--- config.mk ---
export PLATFORM = sky130hd
export DESIGN_NAME = sync_timing_meter
export DESIGN_NICKNAME = d
export VERILOG_FILES = /design/src/rtl/sync_meas_pkg.sv /design/src/rtl/sync_line_meas.sv /design/src/rtl/sync_field_meas.sv /design/src/rtl/sync_timing_meter.sv
export SDC_FILE = /design/constraint.sdc
export NUM_CORES = 1
export LEC_CHECK = 0
export BUFFER_PORTS_ARGS = -buffer_cell sky130_fd_sc_hd__buf_2
export CORE_MARGIN = 4
export CORE_UTILIZATION = 45
export CTS_CLUSTER_SIZE = 40
export DETAILED_ROUTE_END_ITERATION = 8
export PLACE_DENSITY_LB_ADDON = 0.08
export SYNTH_ARGS = -nofsm -noshare
export SYNTH_HDL_FRONTEND = slang
export SYNTH_HIERARCHICAL = 1
export SYNTH_SLANG_ARGS = --single-unit
export TNS_END_PERCENT = 5
--- constraint.sdc ---
create_clock -name clk_i -period 8.6 [get_ports clk_i]
set_input_delay 1.72 -clock clk_i [delete_from_list [all_inputs] [get_ports clk_i]]
set_output_delay 1.72 -clock clk_i [all_outputs]
set_load 0.005 [all_outputs]
--- src/rtl/sync_meas_pkg.sv ---
package sync_meas_pkg;
  localparam int unsigned LINES_525 = 525;
  localparam int unsigned LINES_625 = 625;

  function automatic logic within_tol(input int unsigned val, input int unsigned target,
                                      input int unsigned tol);
    return (val + tol >= target) && (val <= target + tol);
  endfunction
endpackage

--- src/rtl/sync_line_meas.sv ---
module sync_line_meas #(
  parameter int LINE_W  = 12,
  parameter int WIDTH_W = 10
) (
  input  logic               clk_i,
  input  logic               rst_ni,
  input  logic               hsync_i,
  output logic [LINE_W-1:0]  period_o,
  output logic [LINE_W-1:0]  phase_o,
  output logic [WIDTH_W-1:0] width_o,
  output logic               acc_o,
  output logic               extra_o,
  output logic               sat_o
);
  localparam logic [LINE_W-1:0]  CNT_MAX = {LINE_W{1'b1}};
  localparam logic [WIDTH_W-1:0] W_MAX   = {WIDTH_W{1'b1}};

  logic               hs_q, rise, fall;
  logic [LINE_W-1:0]  h_cnt, thresh;
  logic [WIDTH_W-1:0] w_cnt;
  logic               armed, lp_valid, in_pulse;

  assign rise    = hsync_i & ~hs_q;
  assign fall    = ~hsync_i & hs_q;
  assign thresh  = period_o - (period_o >> 2);
  assign extra_o = rise && lp_valid && (h_cnt < thresh);
  assign acc_o   = rise && !extra_o;
  assign phase_o = h_cnt;

  always_ff @(posedge clk_i or negedge rst_ni) begin
    if (!rst_ni) begin
      hs_q <= 1'b0; h_cnt <= '0; period_o <= '0; width_o <= '0; w_cnt <= '0;
      armed <= 1'b0; lp_valid <= 1'b0; in_pulse <= 1'b0; sat_o <= 1'b0;
    end else begin
      hs_q <= hsync_i;
      if (acc_o) begin
        if (armed && !sat_o) begin
          period_o <= h_cnt;
          lp_valid <= 1'b1;
        end
        armed    <= 1'b1;
        h_cnt    <= LINE_W'(1);
        sat_o    <= 1'b0;
        w_cnt    <= WIDTH_W'(1);
        in_pulse <= 1'b1;
      end else begin
        if (h_cnt == CNT_MAX) begin
          sat_o    <= 1'b1;
          armed    <= 1'b0;
          lp_valid <= 1'b0;
        end else begin
          h_cnt <= h_cnt + 1'b1;
        end
        if (in_pulse) begin
          if (fall) begin
            width_o  <= w_cnt;
            in_pulse <= 1'b0;
          end else if (w_cnt != W_MAX) begin
            w_cnt <= w_cnt + 1'b1;
          end
        end
      end
    end
  end

  p_period_on_edge_r1: assert property (@(posedge clk_i) disable iff (!rst_ni)
    !$stable(period_o) |-> $past(acc_o));
  p_width_on_fall_r2: assert property (@(posedge clk_i) disable iff (!rst_ni)
    !$stable(width_o) |-> $past(fall));
endmodule

--- src/rtl/sync_field_meas.sv ---
module sync_field_meas
  import sync_meas_pkg::*;
#(
  parameter int          LINE_W  = 12,
  parameter int          FRAME_W = 22,
  parameter int          LCNT_W  = 11,
  parameter int unsigned TOL     = 2
) (
  input  logic              clk_i,
  input  logic              rst_ni,
  input  logic              vsync_i,
  input  logic              acc_i,
  input  logic              extra_i,
  input  logic              h_sat_i,
  input  logic [LINE_W-1:0] phase_i,
  input  logic [LINE_W-1:0] period_i,
  output logic [FRAME_W-1:0] field_period_o,
  output logic [LCNT_W:0]   lines_o,
  output logic              interlaced_o,
  output logic              std525_o,
  output logic              std625_o,
  output logic              extra_o,
  output logic              stable_o,
  output logic              v_sat_o
);
  localparam logic [FRAME_W-1:0] V_MAX = {FRAME_W{1'b1}};
  localparam logic [LCNT_W-1:0]  L_MAX = {LCNT_W{1'b1}};

  logic               vs_q, vs_rise;
  logic [FRAME_W-1:0] v_cnt;
  logic [LCNT_W-1:0]  l_cnt, prev_lines;
  logic [LINE_W-1:0]  prev_phase, phase_eff, diff, quarter;
  logic [1:0]         fld_cnt;
  logic               il_evt_q, extra_seen, evt, il_next, stable_next;
  logic [LCNT_W:0]    lpf_next;

  assign vs_rise   = vsync_i & ~vs_q;
  assign phase_eff = acc_i ? '0 : phase_i;
  assign diff      = (phase_eff >= prev_phase) ? phase_eff - prev_phase : prev_phase - phase_eff;
  assign quarter   = period_i >> 2;
  // half-line shift of the vertical edge relative to the previous field
  assign evt       = (fld_cnt != 2'd0) && (period_i != '0) &&
                     (diff > quarter) && (diff < period_i - quarter);
  assign il_next   = evt && il_evt_q;
  assign lpf_next  = il_next ? {1'b0, prev_lines} + {1'b0, l_cnt} : {1'b0, l_cnt};
  assign stable_next = fld_cnt[1] && (lpf_next == lines_o) && !h_sat_i && !v_sat_o;

  always_ff @(posedge clk_i or negedge rst_ni) begin
    if (!rst_ni) begin
      vs_q <= 1'b0; v_cnt <= '0; l_cnt <= '0; prev_lines <= '0; prev_phase <= '0;
      fld_cnt <= '0; il_evt_q <= 1'b0; extra_seen <= 1'b0; v_sat_o <= 1'b0;
      field_period_o <= '0; lines_o <= '0; interlaced_o <= 1'b0; std525_o <= 1'b0;
      std625_o <= 1'b0; extra_o <= 1'b0; stable_o <= 1'b0;
    end else begin
      vs_q <= vsync_i;
      if (vs_rise) begin
        field_period_o <= v_cnt;
        v_cnt          <= FRAME_W'(1);
        v_sat_o        <= 1'b0;
        lines_o        <= lpf_next;
        interlaced_o   <= il_next;
        std525_o       <= within_tol(32'(lpf_next), LINES_525, TOL);
        std625_o       <= within_tol(32'(lpf_next), LINES_625, TOL);
        extra_o        <= extra_seen || extra_i;
        extra_seen     <= 1'b0;
        stable_o       <= stable_next;
        prev_lines     <= l_cnt;
        prev_phase     <= phase_eff;
        il_evt_q       <= evt;
        l_cnt          <= acc_i ? LCNT_W'(1) : '0;
        if (fld_cnt != 2'd3) fld_cnt <= fld_cnt + 1'b1;
      end else begin
        if (v_cnt == V_MAX) v_sat_o <= 1'b1;
        else                v_cnt   <= v_cnt + 1'b1;
        if (acc_i && l_cnt != L_MAX) l_cnt <= l_cnt + 1'b1;
        if (extra_i) extra_seen <= 1'b1;
      end
      if (h_sat_i || v_sat_o) stable_o <= 1'b0;
    end
  end

  p_lines_on_vs_r10: assert property (@(posedge clk_i) disable iff (!rst_ni)
    !$stable(lines_o) |-> $past(vs_rise));
  p_il_on_vs_r5: assert property (@(posedge clk_i) disable iff (!rst_ni)
    !$stable(interlaced_o) |-> $past(vs_rise));
  p_extra_on_vs_r7: assert property (@(posedge clk_i) disable iff (!rst_ni)
    $rose(extra_o) |-> $past(vs_rise));
  p_std_excl_r6: assert property (@(posedge clk_i) disable iff (!rst_ni)
    !(std525_o && std625_o));
  p_nosig_unstable_r8: assert property (@(posedge clk_i) disable iff (!rst_ni)
    (h_sat_i || v_sat_o) |=> !stable_o);
endmodule

--- src/rtl/sync_timing_meter.sv ---
module sync_timing_meter #(
  parameter int          LINE_W  = 12,
  parameter int          WIDTH_W = 10,
  parameter int          FRAME_W = 22,
  parameter int          LCNT_W  = 11,
  parameter int unsigned TOL     = 2
) (
  input  logic               clk_i,
  input  logic               rst_ni,
  input  logic               hsync_i,
  input  logic               vsync_i,
  output logic [LINE_W-1:0]  line_period_o,
  output logic [WIDTH_W-1:0] hs_width_o,
  output logic [FRAME_W-1:0] field_period_o,
  output logic [LCNT_W:0]    lines_per_frame_o,
  output logic               interlaced_o,
  output logic               std525_o,
  output logic               std625_o,
  output logic               extra_sync_o,
  output logic               no_signal_o,
  output logic               stable_o
);
  logic [LINE_W-1:0] phase;
  logic              acc, extra, h_sat, v_sat;

  sync_line_meas #(.LINE_W(LINE_W), .WIDTH_W(WIDTH_W)) u_line (
    .clk_i, .rst_ni, .hsync_i,
    .period_o(line_period_o), .phase_o(phase), .width_o(hs_width_o),
    .acc_o(acc), .extra_o(extra), .sat_o(h_sat)
  );

  sync_field_meas #(.LINE_W(LINE_W), .FRAME_W(FRAME_W), .LCNT_W(LCNT_W), .TOL(TOL)) u_field (
    .clk_i, .rst_ni, .vsync_i,
    .acc_i(acc), .extra_i(extra), .h_sat_i(h_sat), .phase_i(phase), .period_i(line_period_o),
    .field_period_o, .lines_o(lines_per_frame_o), .interlaced_o, .std525_o, .std625_o,
    .extra_o(extra_sync_o), .stable_o, .v_sat_o(v_sat)
  );

  assign no_signal_o = h_sat | v_sat;
endmodule

== After elaboration in Yosys (flattened, before gate mapping) ==
Cells that the tools add are included.

* Add/sub/neg operators: 10
* Order comparisons: 8
* Eq/ne operators: 10
* Mux-type cells: 29
* Bitwise gates (word level): 8
* Reduce and logical (&&, ||, !) cells: 33

{| class="wikitable"
|+ Operators by type and width
! cell !! number
|-
| $ge A32 B10 Y1 const B || 2
|-
| $mux W12 || 5
|-
| $mux W22 || 2
|-
| $mux W10 || 4
|-
| $le A12 B10 Y1 const B || 2
|-
| $lt A12 B12 Y1 || 2
|-
| $sub A12 B12 Y12 || 2
|-
| $add A22 B1 Y22 const B || 1
|-
| $eq A22 B22 Y1 const B || 1
|-
| $mux W11 || 2
|-
| $mux W1 || 16
|-
| $reduce_bool A2 Y1 || 8
|-
| $logic_and A1 B1 Y1 || 14
|-
| $add A12 B2 Y13 const B || 1
|-
| $add A11 B11 Y12 || 1
|-
| $add A12 B1 Y12 const B || 1
|-
| $eq A12 B12 Y1 || 1
|-
| $eq A12 B12 Y1 const B || 1
|-
| $ge A12 B12 Y1 || 1
|-
| $gt A12 B10 Y1 || 1
|-
| $reduce_bool A12 Y1 || 1
|-
| $sub A12 B10 Y12 || 1
|-
| $add A11 B1 Y11 const B || 1
|-
| $ne A11 B11 Y1 const B || 1
|-
| 12 further kinds || 26
|}

* Register bits: 150
* Output and inout bits: 62

== Depth between registers and ports, before layout ==
* Depth after elaboration: 20
* Depth in mapped cells: 50

== Modules after synthesis ==
The synthesis kept the hierarchy.

{| class="wikitable"
|+ By module, submodules not included
! module !! instances !! cells an instance !! area each (um^2) !! seq. area each (um^2)
|-
| sync_field_meas || 1 || 877 || 7375.8 || 2527.4
|-
| sync_line_meas || 1 || 285 || 2942.8 || 1226.2
|-
| sync_timing_meter || 1 || 1 || 6.3 || 0.0
|}

== Least setup slack after synthesis ==
No wires, ideal clock.

* Kind: register to register
* From: register u_line.period_o[2]
* To: register u_field.std525_o
* Arrival: 9133 ps
* Data required time: 8478 ps
* Path slack: -655 ps
* Cell stages (with the launch flop): 47
* Buffers on the path: 6
* Clock period less this slack: 9255 ps
* Cell sequence: dfrtp_1 -> ha_1 -> inv_1 -> fa_1 -> a211oi_1 -> nor2_1 -> o221ai_1 -> a21oi_1 -> xnor2_1 -> ha_1 -> nand4_1 -> nor3_2 -> o211ai_2 -> a21oi_2 -> clkbuf_1 -> clkbuf_1 -> nand2b_1 -> inv_1 -> (+11 left out) -> a21o_1 -> a211oi_1 -> nor2_1 -> nor4_1 -> nor3_1 -> o311ai_2 -> buf_6 -> mux2i_1 -> inv_1 -> ha_1 -> a21boi_0 -> maj3_1 -> nor2_1 -> mux2i_1 -> o311ai_0 -> o2bb2ai_1 -> o211ai_1 -> a32o_1

* Word-level cells in the longest chain between the ends: 16
* Elaborated cells between the ends (all ways): 22
* Those cells by class: add/sub (4); order compare (6); mux (3); reduce/logical (9)

{| class="wikitable"
|+ Ends and longest elaborated chain
! element !! line !! text
|-
| from (decl) || sync_line_meas.sv:8 || <nowiki>output logic [LINE_W-1:0] period_o,</nowiki>
|-
| from (signal assigned) || sync_line_meas.sv:38 || <nowiki>period_o <= h_cnt;</nowiki>
|-
| $sub A12 B10 Y12 (*) || sync_line_meas.sv:25 || <nowiki>assign thresh = period_o - (period_o >> 2);</nowiki>
|-
| $lt A12 B12 Y1 (*) || sync_line_meas.sv:26 || <nowiki>assign extra_o = rise && lp_valid && (h_cnt < thresh);</nowiki>
|-
| $logic_and A1 B1 Y1 (*) || sync_line_meas.sv:26 ||
|-
| $logic_not A1 Y1 (*) || sync_line_meas.sv:27 || <nowiki>assign acc_o = rise && !extra_o;</nowiki>
|-
| $logic_and A1 B1 Y1 (*) || sync_line_meas.sv:27 ||
|-
| net acc || sync_timing_meter.sv:24 || <nowiki>logic acc, extra, h_sat, v_sat;</nowiki>
|-
| $mux W12 (*) || sync_field_meas.sv:38 || <nowiki>assign phase_eff = acc_i ? '0 : phase_i;</nowiki>
|-
| net u_field.phase_eff[7] || sync_field_meas.sv:32 || <nowiki>logic [LINE_W-1:0] prev_phase, phase_eff, diff, quarter;</nowiki>
|-
| (+3 left out) || - ||
|-
| $logic_and A1 B1 Y1 || sync_field_meas.sv:42 || <nowiki>assign evt = (fld_cnt != 2'd0) && (period_i != '0) &&</nowiki>
|-
| $logic_and A1 B1 Y1 (*) || sync_field_meas.sv:43 || <nowiki>(diff > quarter) && (diff < period_i - quarter);</nowiki>
|-
| $logic_and A1 B1 Y1 (*) || sync_field_meas.sv:44 || <nowiki>assign il_next = evt && il_evt_q;</nowiki>
|-
| $mux W12 (*) || sync_field_meas.sv:45 || <nowiki>assign lpf_next = il_next ? {1'b0, prev_lines} + {1'b0, l_cnt} : {1'b0, l_cnt};</nowiki>
|-
| net u_field.lpf_next[2] || sync_field_meas.sv:35 || <nowiki>logic [LCNT_W:0] lpf_next;</nowiki>
|-
| $add A12 B2 Y13 || sync_meas_pkg.sv:7 || <nowiki>return (val + tol >= target) && (val <= target + tol);</nowiki>
|-
| $ge A32 B10 Y1 || sync_meas_pkg.sv:7 ||
|-
| $logic_and A1 B1 Y1 (*) || sync_meas_pkg.sv:7 ||
|-
| to (signal assigned) || sync_field_meas.sv:62 || <nowiki>std525_o <= within_tol(32'(lpf_next), LINES_525, TOL);</nowiki>
|-
| to (decl) || sync_field_meas.sv:20 || <nowiki>output logic std525_o,</nowiki>
|}

The timed path passes the listed nets; every way through them passes the cells marked *.
A chain may end at the register's enable or synchronous reset.

== Worst setup path in the final report ==
* From: register u_line.period_o[0]
* To: register u_field.std525_o

Same word-level chain as after synthesis.

==> summary.md <==
| Metric | Value |
|---|---|
| EDFF count, synth | `0` |
| Synthesized area | `about 10000 um^2` |
| Worst Slack Setup Final | `between 0.1 and 0.15 ns` |
| First-pass GRT wire length | `43300 um` |
| Residual DRC | `0` |
| Initial antenna violation count | `0` |
| Synth top area share | `0.364` |
| Height of the die | `~160 um` |
| Top cells by area, synth | `dfrtp_1 36%, ha_1 11%, nand2_1 6.4%, xor2_1 3.6%, o21ai_0 3.5%` |
| Largest net degree at the start of global routing | `93` |
| # rows | `between 50 and 60` |
| Critical Path RT | `between 8 and 9 ns` |
| Global placer's final weighted congestion | `roughly 0.91` |
| CTS clk-pin slew, worst paths | `roughly 0.07 ns` |
| Status | `finished, final reports clean` |
| WS Path Type | `reg -> reg` |
| TritonRoute pass-1 iters | `5` |
| Crit path max fanout | `7` |
| Sequential share of the synthesized area | `0.364` |
| YS warnings | `6` |
| Hold Crit Class | `reg -> reg` |
| Final Hold Viols | `0` |
| RSZ-0062 raised after global routing | `yes` |
| Area grow syn2layout | `21.5%` |
| Root buffer cell | `clkbuf_16` |
| CP bufs+invs | `8` |
| Clock Latency Late Sink | `around 0.43 ns` |
| Mean Syn Cell Area | `slightly below 9 um^2` |
| Crit. End Element | `flop` |
| Tmin final | `approximately 8.5 ns` |
| Ys flop type | `dfrtp_1` |
| Post-layout util | `0.556` |
| Max-cap violation count | `0` |
| Core Region | `around 23000 um^2` |
| Peak VDD IR | `approximately 0.21 mV` |
| Total I/O pin count | `66` |
| Vias | `between 8000 and 9000` |
| Mapped Nets | `about 1300` |
| Hold_buf cts | `0` |
| Max-slew violations | `0` |
| Dpl hpwl | `roughly 19000 um` |
| H-Tree Depth | `4` |
| CTS buffer count | `17` |
| Leak | `between 6 and 7 nW` |
| Arrival time of the worst setup path | `8.77 ns` |
| Most frequent CP cell | `inv_1` |
| Pre-CTS setup slack | `-0.129 ns` |
| Synth Register Bits | `150` |
| Routed WL per cell | `approximately 16 um` |
| CP max stage cell | `a2111o_1` |
| Final #Nets | `between 1000 and 1500` |
| Share of layout cells above drive strength 1 | `0.237` |
| Least-Margin Pin Slew | `0.905 ns` |
| N_diodes | `0` |
| Initial DRC count | `approximately 420` |
| Maximum buffer depth of the clock tree | `2` |
| Top cell family by delay on the critical path | `compound AO/OA/AOI/OAI gates` |
| Max-slew headroom | `0.396` |
| Cell taking the most area after synthesis | `dfrtp_1` |
| Die width | `between 150 and 200 um` |
| FFs w/ async S/R, synth | `1.00` |
| Crit share post-route | `0.984` |
| Global-route usage over all layers | `0.203` |
| Vias in the first global route | `~8600` |
| Initial Util | `0.457` |
| GRT overflow | `0` |
| Power per cell area | `about 350 nW/um^2` |
| Post-Syn Instances | `~1200` |
| Count of final setup violators | `0` |
| Die Footprint | `25400 um^2` |
| Clk sink count | `150` |
| Library cells used by synthesis | `between 70 and 80` |
| Port bufs | `65` |
| Peak Freq | `0.118 GHz` |
| Vias per cell | `5.35` |
| CP Launch Type | `flop` |
| Final ANT Viol Nets | `0` |
| Final clock skew | `0.0114 ns` |
| Crit-path max cell delay | `0.49 ns` |
| CTS tree | `yes` |
| DRT Wirelength | `25700 um` |
-- routing by layer --
metal | global-route usage | share of wire
met4 | 0.0588 | 0.019
met1 | 0.288 | 0.49
met5 | 0 | 0
met3 | 0.0249 | 0.025
met2 | 0.329 | 0.47
-- area by class of cell --
type | instances | area [um^2]
Clock inverter | 15 | 156
Fill cell | 2089 | 10000
Clock buffer | 17 | 425
Tap cell | 285 | 357
Multi-Input combinational cell | 887 | 6390
Inverter | 79 | 297
Timing Repair Buffer | 174 | 1160
Sequential cell | 150 | 3760
-- tightest hold or removal path, delay by kind of cell, from the launching register on --
| family | cells | cell delay (ns) |
|---|---|---|
| DFF | 1 | 0.34 |
| and+or+nand+nor | 2 | 0.11 |
-- stage by stage --
stage | TNS [ns] | instances | cell area [um^2] | hold slack [ns] | total power, W
final | 0 | 1607 | 12500 | 0.475 | 0.00445
after global routing | -0.989 | 1607 | 12500 | 0.497 | 0.00483
after CTS | 0 | 1603 | 12300 | 0.481 | 0.00438
after detailed placement | -0.129 | 1570 | 11700 | 0.458 | 0.00354
after global placement | 0 | 1570 | 11700 | 0.456 | 0.00352
after floorplan | -0.0126 | 1163 | 10400 | 0.444 | 0.00270
-- synth_stat cells (all sizes together), types with 26 or more instances --
| master | n |
|---|---|
| a21oi | 62 |
| clkbuf | 28 |
| xnor2 | 40 |
| dfrtp | 150 |
| nand3 | 35 |
| ha | 93 |
| inv | 79 |
| nor2 | 87 |
| nand2 | 175 |
| mux2 | 26 |
| xor2 | 42 |
| o21ai | 78 |
-- kinds of logic after synthesis --
| kind of cell | after synthesis | share of synthesized area |
|---|---|---|
| AO/OA/AOI/OAI | 230 | 0.146 |
| buffers and inverters | 126 | 0.0502 |
| flip-flops | 150 | 0.364 |
| XOR/XNOR | 82 | 0.0696 |
| multiplexers | 49 | 0.0550 |
| adder cells (fa/ha/maj) | 99 | 0.123 |
| AND/OR/NAND/NOR | 427 | 0.192 |
-- final timing paths --
kind / start / end / slack (ns) / cells after the start
worst max-delay path: u_line/period_o[0]$_DFFE_PN0P_ / u_field/std525_o$_DFFE_PN0P_ / 0.14 / 44
max in group asynchronous: rst_ni / u_line/period_o[2]$_DFFE_PN0P_ / 5.81 / 2
min in group asynchronous: rst_ni / u_field/lines_o[7]$_DFFE_PN0P_ / 1.33 / 1
worst min register to register: u_field/field_period_o[0]$_DFFE_PN0P_ / u_field/field_period_o[0]$_DFFE_PN0P_ / 0.47 / 2
worst min-delay path: u_field/field_period_o[0]$_DFFE_PN0P_ / u_field/field_period_o[0]$_DFFE_PN0P_ / 0.47 / 2
worst max register to register: u_line/period_o[0]$_DFFE_PN0P_ / u_field/std525_o$_DFFE_PN0P_ / 0.14 / 44
-- registers in the layout, indices dropped and copies added (netlist names), 2 cells and up --
signal,count
u_field/v_cnt,22
u_field/prev_lines,11
u_field/lines_o,12
u_line/phase_o,12
u_field/fld_cnt,2
u_field/prev_phase,12
u_field/field_period_o,22
u_line/width_o,10
u_line/w_cnt,10
u_field/l_cnt,11
u_line/period_o,12
-- cells in the final DEF, fill, tap and decap left out, types with 20 or more instances in the layout --
cell type,Yosys,layout
o21ai_0,73,71
buf_2,9,64
nand4_1,24,24
inv_1,79,77
dfrtp_1,150,147
ha_1,93,84
nand2_1,175,173
nor2_1,87,86
nand3_1,35,34
nor3_1,21,20
xor2_1,42,41
xnor2_1,40,38
a21oi_1,59,54
buf_4,1,105
-- power breakdown --
part	leakage [nW]	switching (W)	total, W	internal (W)
clock network	0.286	0.000344	0.000733	0.000389
logic	3.85	0.00146	0.00283	0.00137
registers	2.02	0.0000928	0.000880	0.000787
-- timing repair --
item / in CTS / in global routing
gates resized for setup: 14 / 39
setup endpoints to repair: 2 / 3
pin swaps: 15 / 26
hold endpoints to repair: 0 / 0
setup buffers: 1 / 5
Note: power is estimated with default switching activity, not from simulation.
